**config.mk**
```make
export PLATFORM = sky130hd
export DESIGN_NAME = pwm_timer
export DESIGN_NICKNAME = d
export VERILOG_FILES = /design/src/rtl/pwm_timer_pkg.sv /design/src/rtl/pwm_chan_cmp.sv /design/src/rtl/pwm_count_core.sv /design/src/rtl/pwm_reg_file.sv /design/src/rtl/pwm_timer.sv
export SDC_FILE = /design/constraint.sdc
export NUM_CORES = 1
export LEC_CHECK = 0
export BUFFER_PORTS_ARGS = -buffer_cell sky130_fd_sc_hd__buf_2
export CAP_MARGIN = 20
export CORE_AREA = 4 4 113 115
export DETAILED_ROUTE_END_ITERATION = 8
export DIE_AREA = 0 0 117 119
export GPL_TIMING_DRIVEN = 0
export HOLD_SLACK_MARGIN = 0.03
export PLACE_DENSITY = 0.76
export RECOVER_POWER = 25
export SLEW_MARGIN = 30
export SYNTH_ARGS = -nofsm -noshare
export SYNTH_HDL_FRONTEND = slang
export SYNTH_SLANG_ARGS = --single-unit
```
**constraint.sdc**
```tcl
create_clock -name clk -period 7.75 [get_ports clk]
set_input_delay 0.775 -clock clk [delete_from_list [all_inputs] [get_ports clk]]
set_output_delay 0.775 -clock clk [all_outputs]
set_load 0.005 [all_outputs]
```
**src/rtl/pwm_timer_pkg.sv**
```systemverilog
`timescale 1ns/1ps
package pwm_timer_pkg;
  localparam int NCH     = 4;
  localparam int SCALE_W = 4;
  localparam int ADDR_W  = 6;
  localparam int DATA_W  = 32;

  localparam logic [ADDR_W-1:0] OFF_CFG    = 6'h00;
  localparam logic [ADDR_W-1:0] OFF_COUNT  = 6'h08;
  localparam logic [ADDR_W-1:0] OFF_SCALED = 6'h10;
  localparam logic [ADDR_W-1:0] OFF_THR0   = 6'h20;

  typedef struct packed {
    logic [NCH-1:0]     gang;
    logic [NCH-1:0]     center;
    logic               run_once;
    logic               run_cont;
    logic               latch_ip;
    logic               zero_rst;
    logic               sticky;
    logic [SCALE_W-1:0] scale;
  } cfg_t;
endpackage

```
**src/rtl/pwm_chan_cmp.sv**
```systemverilog
`timescale 1ns/1ps
module pwm_chan_cmp #(
  parameter int CMP_W = 8
) (
  input  logic [CMP_W-1:0] scaled,
  input  logic             center,
  input  logic [CMP_W-1:0] thresh,
  output logic             hit
);
  logic [CMP_W-1:0] folded;

  // centre mode reflects the upper half of the ramp to make a triangle
  always_comb begin
    folded = (center && scaled[CMP_W-1]) ? ~scaled : scaled;
    hit    = (folded >= thresh);
  end
endmodule

```
**src/rtl/pwm_count_core.sv**
```systemverilog
`timescale 1ns/1ps
module pwm_count_core
  import pwm_timer_pkg::*;
#(
  parameter int CNT_W = 24,
  parameter int CMP_W = 8
) (
  input  logic               clk,
  input  logic               rst_n,
  input  logic               run,
  input  logic               zero_rst,
  input  logic [SCALE_W-1:0] scale,
  input  logic [CMP_W-1:0]   thresh0,
  input  logic               load,
  input  logic [CNT_W-1:0]   load_val,
  output logic [CNT_W-1:0]   count,
  output logic [CMP_W-1:0]   scaled,
  output logic               cyc_end
);
  logic [CNT_W-1:0] shifted;
  logic             at_top;
  logic             restart;

  always_comb begin
    shifted = count >> scale;
    scaled  = shifted[CMP_W-1:0];
    at_top  = (count == {CNT_W{1'b1}});
    restart = zero_rst && (scaled >= thresh0);
    cyc_end = run && (at_top || restart);
  end

  always_ff @(posedge clk or negedge rst_n) begin
    if (!rst_n)        count <= '0;
    else if (load)     count <= load_val;
    else if (cyc_end)  count <= '0;
    else if (run)      count <= count + 1'b1;
  end

  p_step_r2: assert property (@(posedge clk) disable iff (!rst_n)
    (run && !load && !cyc_end) |=> (count == CNT_W'($past(count) + 1'b1)));
  p_hold_r2: assert property (@(posedge clk) disable iff (!rst_n)
    (!run && !load) |=> $stable(count));
  p_wrap_r3: assert property (@(posedge clk) disable iff (!rst_n)
    (run && !load && at_top) |=> (count == '0));
  p_restart_r4: assert property (@(posedge clk) disable iff (!rst_n)
    (run && !load && zero_rst && (scaled >= thresh0)) |=> (count == '0));
endmodule

```
**src/rtl/pwm_reg_file.sv**
```systemverilog
`timescale 1ns/1ps
module pwm_reg_file
  import pwm_timer_pkg::*;
#(
  parameter int CNT_W = 24,
  parameter int CMP_W = 8
) (
  input  logic                        clk,
  input  logic                        rst_n,
  input  logic                        wr,
  input  logic [ADDR_W-1:0]           addr,
  input  logic [DATA_W-1:0]           wdata,
  input  logic                        cyc_end,
  input  logic [NCH-1:0]              hit,
  input  logic [CNT_W-1:0]            count,
  input  logic [CMP_W-1:0]            scaled,
  output cfg_t                        cfg,
  output logic [NCH-1:0][CMP_W-1:0]   thresh,
  output logic [NCH-1:0]              ip,
  output logic                        cnt_load,
  output logic [DATA_W-1:0]           rdata
);
  logic cfg_we;

  always_comb begin
    cfg_we   = wr && (addr == OFF_CFG);
    cnt_load = wr && (addr == OFF_COUNT);
  end

  always_ff @(posedge clk or negedge rst_n) begin
    if (!rst_n) begin
      cfg <= '0;
    end else if (cfg_we) begin
      cfg.scale    <= wdata[3:0];
      cfg.sticky   <= wdata[8];
      cfg.zero_rst <= wdata[9];
      cfg.latch_ip <= wdata[10];
      cfg.run_cont <= wdata[12];
      cfg.run_once <= wdata[13];
      cfg.center   <= wdata[19:16];
      cfg.gang     <= wdata[27:24];
    end else if (cyc_end) begin
      cfg.run_once <= 1'b0;
    end
  end

  generate
    for (genvar i = 0; i < NCH; i++) begin : g_thr
      always_ff @(posedge clk or negedge rst_n) begin
        if (!rst_n) thresh[i] <= '0;
        else if (wr && (addr == ADDR_W'(OFF_THR0 + 4*i))) thresh[i] <= wdata[CMP_W-1:0];
      end
    end
  endgenerate

  always_ff @(posedge clk or negedge rst_n) begin
    if (!rst_n) begin
      ip <= '0;
    end else if (cfg_we && !cfg.sticky) begin
      ip <= wdata[31:28];
    end else begin
      for (int i = 0; i < NCH; i++)
        ip[i] <= hit[i] | (ip[i] & (cfg.sticky | (cfg.latch_ip & ~cyc_end)));
    end
  end

  always_comb begin
    rdata = '0;
    if (addr == OFF_CFG)
      rdata = {ip, cfg.gang, 4'b0, cfg.center, 2'b0, cfg.run_once, cfg.run_cont,
               1'b0, cfg.latch_ip, cfg.zero_rst, cfg.sticky, 4'b0, cfg.scale};
    else if (addr == OFF_COUNT)
      rdata = DATA_W'(count);
    else if (addr == OFF_SCALED)
      rdata = DATA_W'(scaled);
    for (int i = 0; i < NCH; i++)
      if (addr == ADDR_W'(OFF_THR0 + 4*i)) rdata = DATA_W'(thresh[i]);
  end

  p_once_clear_r5: assert property (@(posedge clk) disable iff (!rst_n)
    (cyc_end && !cfg_we) |=> !cfg.run_once);
  p_sticky_hold_r11: assert property (@(posedge clk) disable iff (!rst_n)
    cfg.sticky |=> ((ip & $past(ip)) == $past(ip)));
  p_ip_load_r12: assert property (@(posedge clk) disable iff (!rst_n)
    (cfg_we && !cfg.sticky) |=> (ip == $past(wdata[31:28])));
endmodule

```
**src/rtl/pwm_timer.sv**
```systemverilog
`timescale 1ns/1ps
module pwm_timer
  import pwm_timer_pkg::*;
#(
  parameter int CNT_W = 24,
  parameter int CMP_W = 8
) (
  input  logic              clk,
  input  logic              rst_n,
  input  logic              bus_wr,
  input  logic [5:0]        bus_addr,
  input  logic [31:0]       bus_wdata,
  output logic [31:0]       bus_rdata,
  output logic [3:0]        pwm_o,
  output logic [3:0]        irq_o
);
  cfg_t                      cfg;
  logic [NCH-1:0][CMP_W-1:0] thresh;
  logic [NCH-1:0]            ip;
  logic [NCH-1:0]            hit;
  logic [NCH-1:0]            gated;
  logic                      cnt_load;
  logic [CNT_W-1:0]          count;
  logic [CMP_W-1:0]          scaled;
  logic                      cyc_end;

  pwm_reg_file #(.CNT_W(CNT_W), .CMP_W(CMP_W)) u_regs (
    .clk(clk), .rst_n(rst_n), .wr(bus_wr), .addr(bus_addr), .wdata(bus_wdata),
    .cyc_end(cyc_end), .hit(hit), .count(count), .scaled(scaled),
    .cfg(cfg), .thresh(thresh), .ip(ip), .cnt_load(cnt_load), .rdata(bus_rdata)
  );

  pwm_count_core #(.CNT_W(CNT_W), .CMP_W(CMP_W)) u_count (
    .clk(clk), .rst_n(rst_n), .run(cfg.run_cont | cfg.run_once),
    .zero_rst(cfg.zero_rst), .scale(cfg.scale), .thresh0(thresh[0]),
    .load(cnt_load), .load_val(bus_wdata[CNT_W-1:0]),
    .count(count), .scaled(scaled), .cyc_end(cyc_end)
  );

  generate
    for (genvar i = 0; i < NCH; i++) begin : g_ch
      localparam int NXT = (i + 1) % NCH;
      pwm_chan_cmp #(.CMP_W(CMP_W)) u_cmp (
        .scaled(scaled), .center(cfg.center[i]), .thresh(thresh[i]), .hit(hit[i])
      );
      // ganged: only the window between this threshold and the next one
      assign gated[i] = hit[i] & ~(cfg.gang[i] & hit[NXT]);

      p_gang_r8: assert property (@(posedge clk) disable iff (!rst_n)
        (cfg.gang[i] && hit[NXT]) |=> !pwm_o[i]);
      p_follow_r6: assert property (@(posedge clk) disable iff (!rst_n)
        !cfg.gang[i] |=> (pwm_o[i] == $past(hit[i])));
    end
  endgenerate

  always_ff @(posedge clk or negedge rst_n) begin
    if (!rst_n) pwm_o <= '0;
    else        pwm_o <= gated;
  end

  assign irq_o = ip;

  p_reset_r1: assert property (@(posedge clk) !rst_n |-> (pwm_o == '0 && irq_o == '0));
endmodule

```
==> results by group <==
Outcome
  • Status: finished, violations left
  • Failing checks: capacitance limit, slew limit

Setup path
  • CP Capture Type: async pin
  • Critical R2R Capture: u_count.count[5]
  • CP bufs+invs: 2
  • CP dominant cell by count: clkbuf_1
  • R2R Path Start: u_regs.cfg[1]
  • Worst Path Arrival: roughly 4200 ps
  • CP Data Required Time: 7700 ps
  • Crit Path Class: input port to async pin
  • Flop2flop setup slack: between 3000 and 4000 ps
  • Slowest CP cell: clkbuf_1
  • Worst setup path startpoint: rst_n
  • Depth of the most critical reg-to-reg path: 15
  • Crit path launch type: input port
  • CP peak stage delay: ~1800 ps
  • CP Max Fanout: 43
  • CP cell instances: clkbuf_1 > clkbuf_1
  • Crit path max-delay family: buffers and inverters

Placement
  • PortBufs: 77
  • DP HPWL: about 15000 µm
  • GP Congestion: between 0.9 and 1
  • Dpl cell area: about 7000 µm²
  • Placed cells: 904

Global routing
  • Grt total ovfl: 0
  • Initial antenna violation count: 0
  • Number of global-route vias before repair: between 5000 and 6000
  • First-pass GRT wire length: just over 30000 µm
  • GRT Resource Usage Total: between 20% and 30%
  • Largest net degree at the start of global routing: 44

Routing
  • Wire per inst: 20.6 µm
  • Vias: 5810
  • Drt first pass iters: 5
  • Final WL: about 19000 µm
  • Average via count per standard cell: about 6.3
  • DRC Markers: 0
  • DRT iter0 DRCs: between 400 and 500
  • Post-route antenna net violation count: 0

Synthesis
  • Top FF cell, synth: dfrtp_1
  • Synth area leader: dfrtp_1
  • Mapped Cells: 679
  • Number of synthesized flops with an enable pin: 0
  • YS warnings: 0
  • Syn nets: 761
  • Yosys reg bits: 81
  • Area contributors post-synth: dfrtp_1, mux2_2, ha_1, mux4_2, mux2i_1
  • Mean Syn Cell Area: 9.48 µm²
  • Sequential share of the synthesized area: between 30% and 40%
  • Synth unique cells: 55
  • Asr flop ratio synth: 100%
  • Yosys top cell area share: around a third
  • Mapped cell area: 6430 µm²

Floorplanning
  • Initial Util: 54.5%
  • Die extent in y: about 120 µm
  • Core footprint: between 10000 and 15000 µm²
  • Die width: 117 µm
  • Die area: roughly 14000 µm²
  • Row count: 40
  • # IOs: 81

Hold path
  • End of the worst hold path: pwm_o[0]
  • Worst Hold Depth: 1
  • Hold path start: u_regs.cfg[13]
  • Type of the worst min-delay path: register to register

STA
  • Slew headroom: -62.4%
  • Final setup vio count: 0
  • Worst slew pin tran: around 2400 ps
  • FMAX: about 0.24 GHz
  • Final Hold Fails: 0
  • Worst Skew: about 11 ps
  • RSZ-0062 raised after global routing: no
  • Setup TNS: 0 ps
  • Final Max Tran Viols: between 80 and 90
  • Fin crit period: about 4200 ps
  • Period utilization: between 50% and 60%
  • Hold Slack: around 460 ps

Clock tree
  • CTS max path bufs: 2
  • CTS buffer count: 9
  • Clk_lat worst skew: roughly 360 ps
  • H-tree depth: 3
  • Clock Tree Root: clkbuf_16
  • Clk pin slew, worst setup/hold paths: approximately 60 ps
  • CTS tree: done
  • # clock sinks: 81
  • Post-CTS sizing: 0
  • Cts hold-fix bufs: 0
  • Post-CTS Setup Inserts: 0

Final layout
  • Final Instance Area: about 7300 µm²
  • Layout Area Growth over Synthesis: 13.2%
  • Share of cells above drive strength 1: about 26%
  • ANT cells: 0
  • Nets: 850
  • Fillers: slightly above 1000
  • Commonest cells after routing, fill and taps aside: buf_2, dfrtp_1, mux2_2, a21oi_1, nor2_1
  • Commonest non-fill, non-tap cell in the layout: buf_2
  • Non-Filler Instances: 920

Power
  • Pwr per Cell Area: roughly 320 nW/µm²
  • Pwr Total: 0.00230 W
  • Leakage: 3.30 nW
  • Maximum vdd drop: approximately 170 µV

Run
  • Max Cap Viol: 2
synth_stat cells, types with 11 or more instances:
cell type and n:
dfrtp_1 81, mux2_2 52, a21oi_1 49, nor2_1 46, nand2_1 42, ha_1 41
inv_1 37, o21ai_0 30, xor2_1 28, mux2i_1 26, clkbuf_1 25, nand3_1 19
a31oi_1 16, mux4_2 15, and3_1 13, and2_1 11
power by group:
part	internal (W)	leakage, nW	switching, W
Combinational	0.000529	2.16	0.000685
Sequential	0.000536	1.01	0.000140
Clock	0.000234	0.133	0.000176
Total	0.00130	3.30	0.00100
sequential cells by signal (all words and copies together), names as in the netlist:
signal,count
pwm_o,4
u_regs.ip,4
u_count.count,24
u_regs.cfg,17
u_regs.thresh,32
routing by layer:
layer	global-route usage, %	wire length, µm	up-vias
met4	12.9	769	0
met2	46.0	9370	266
li1	-	-	2658
met3	4.88	1140	56
met1	36.5	7710	2830
met5	0	0	-
per-stage QoR:
step / utilization (%) / worst slack, ps
after floorplan: - / 4390
after global placement: 59.3 / 3730
after detailed placement: 59.5 / 3640
after CTS: 61.9 / 3630
after global routing: 61.7 / 2800
final: 61.7 / 3520
worst max path at each step:
stage	end	slack, ps	cells past startpoint
after CTS	u_count.count[5]	3630	15
after global routing	u_regs.thresh[30]	2800	2
after floorplan	u_count.count[17]	4390	14
after global placement	u_count.count[5]	3730	15
final	u_regs.ip[3]	3520	2
after detailed placement	u_count.count[5]	3640	15
final cells by class:
class / count / area [µm²] / area share [%]
multi-input combinational: 516 / 4030 / 55.3
inverter: 38 / 145 / 1.99
buffer: 44 / 236 / 3.25
timing repair buffer: 78 / 388 / 5.33
clock buffer: 14 / 264 / 3.62
sequential: 81 / 2030 / 27.8
clock inverter: 2 / 12.5 / 0.172
tap: 147 / 184 / 2.53
kinds of logic after synthesis:
family | after synthesis | share of synthesized area [%]
AOI/OAI and AO/OA | 157 | 15.6
DFF | 81 | 31.5
muxes | 96 | 19.4
xor gates and xnor gates | 28 | 3.81
and+or+nand+nor | 194 | 15.7
buffers and inverters | 82 | 5.93
adders and majority gates | 41 | 7.97
No activity file was read; power rests on OpenSTA's default activity.
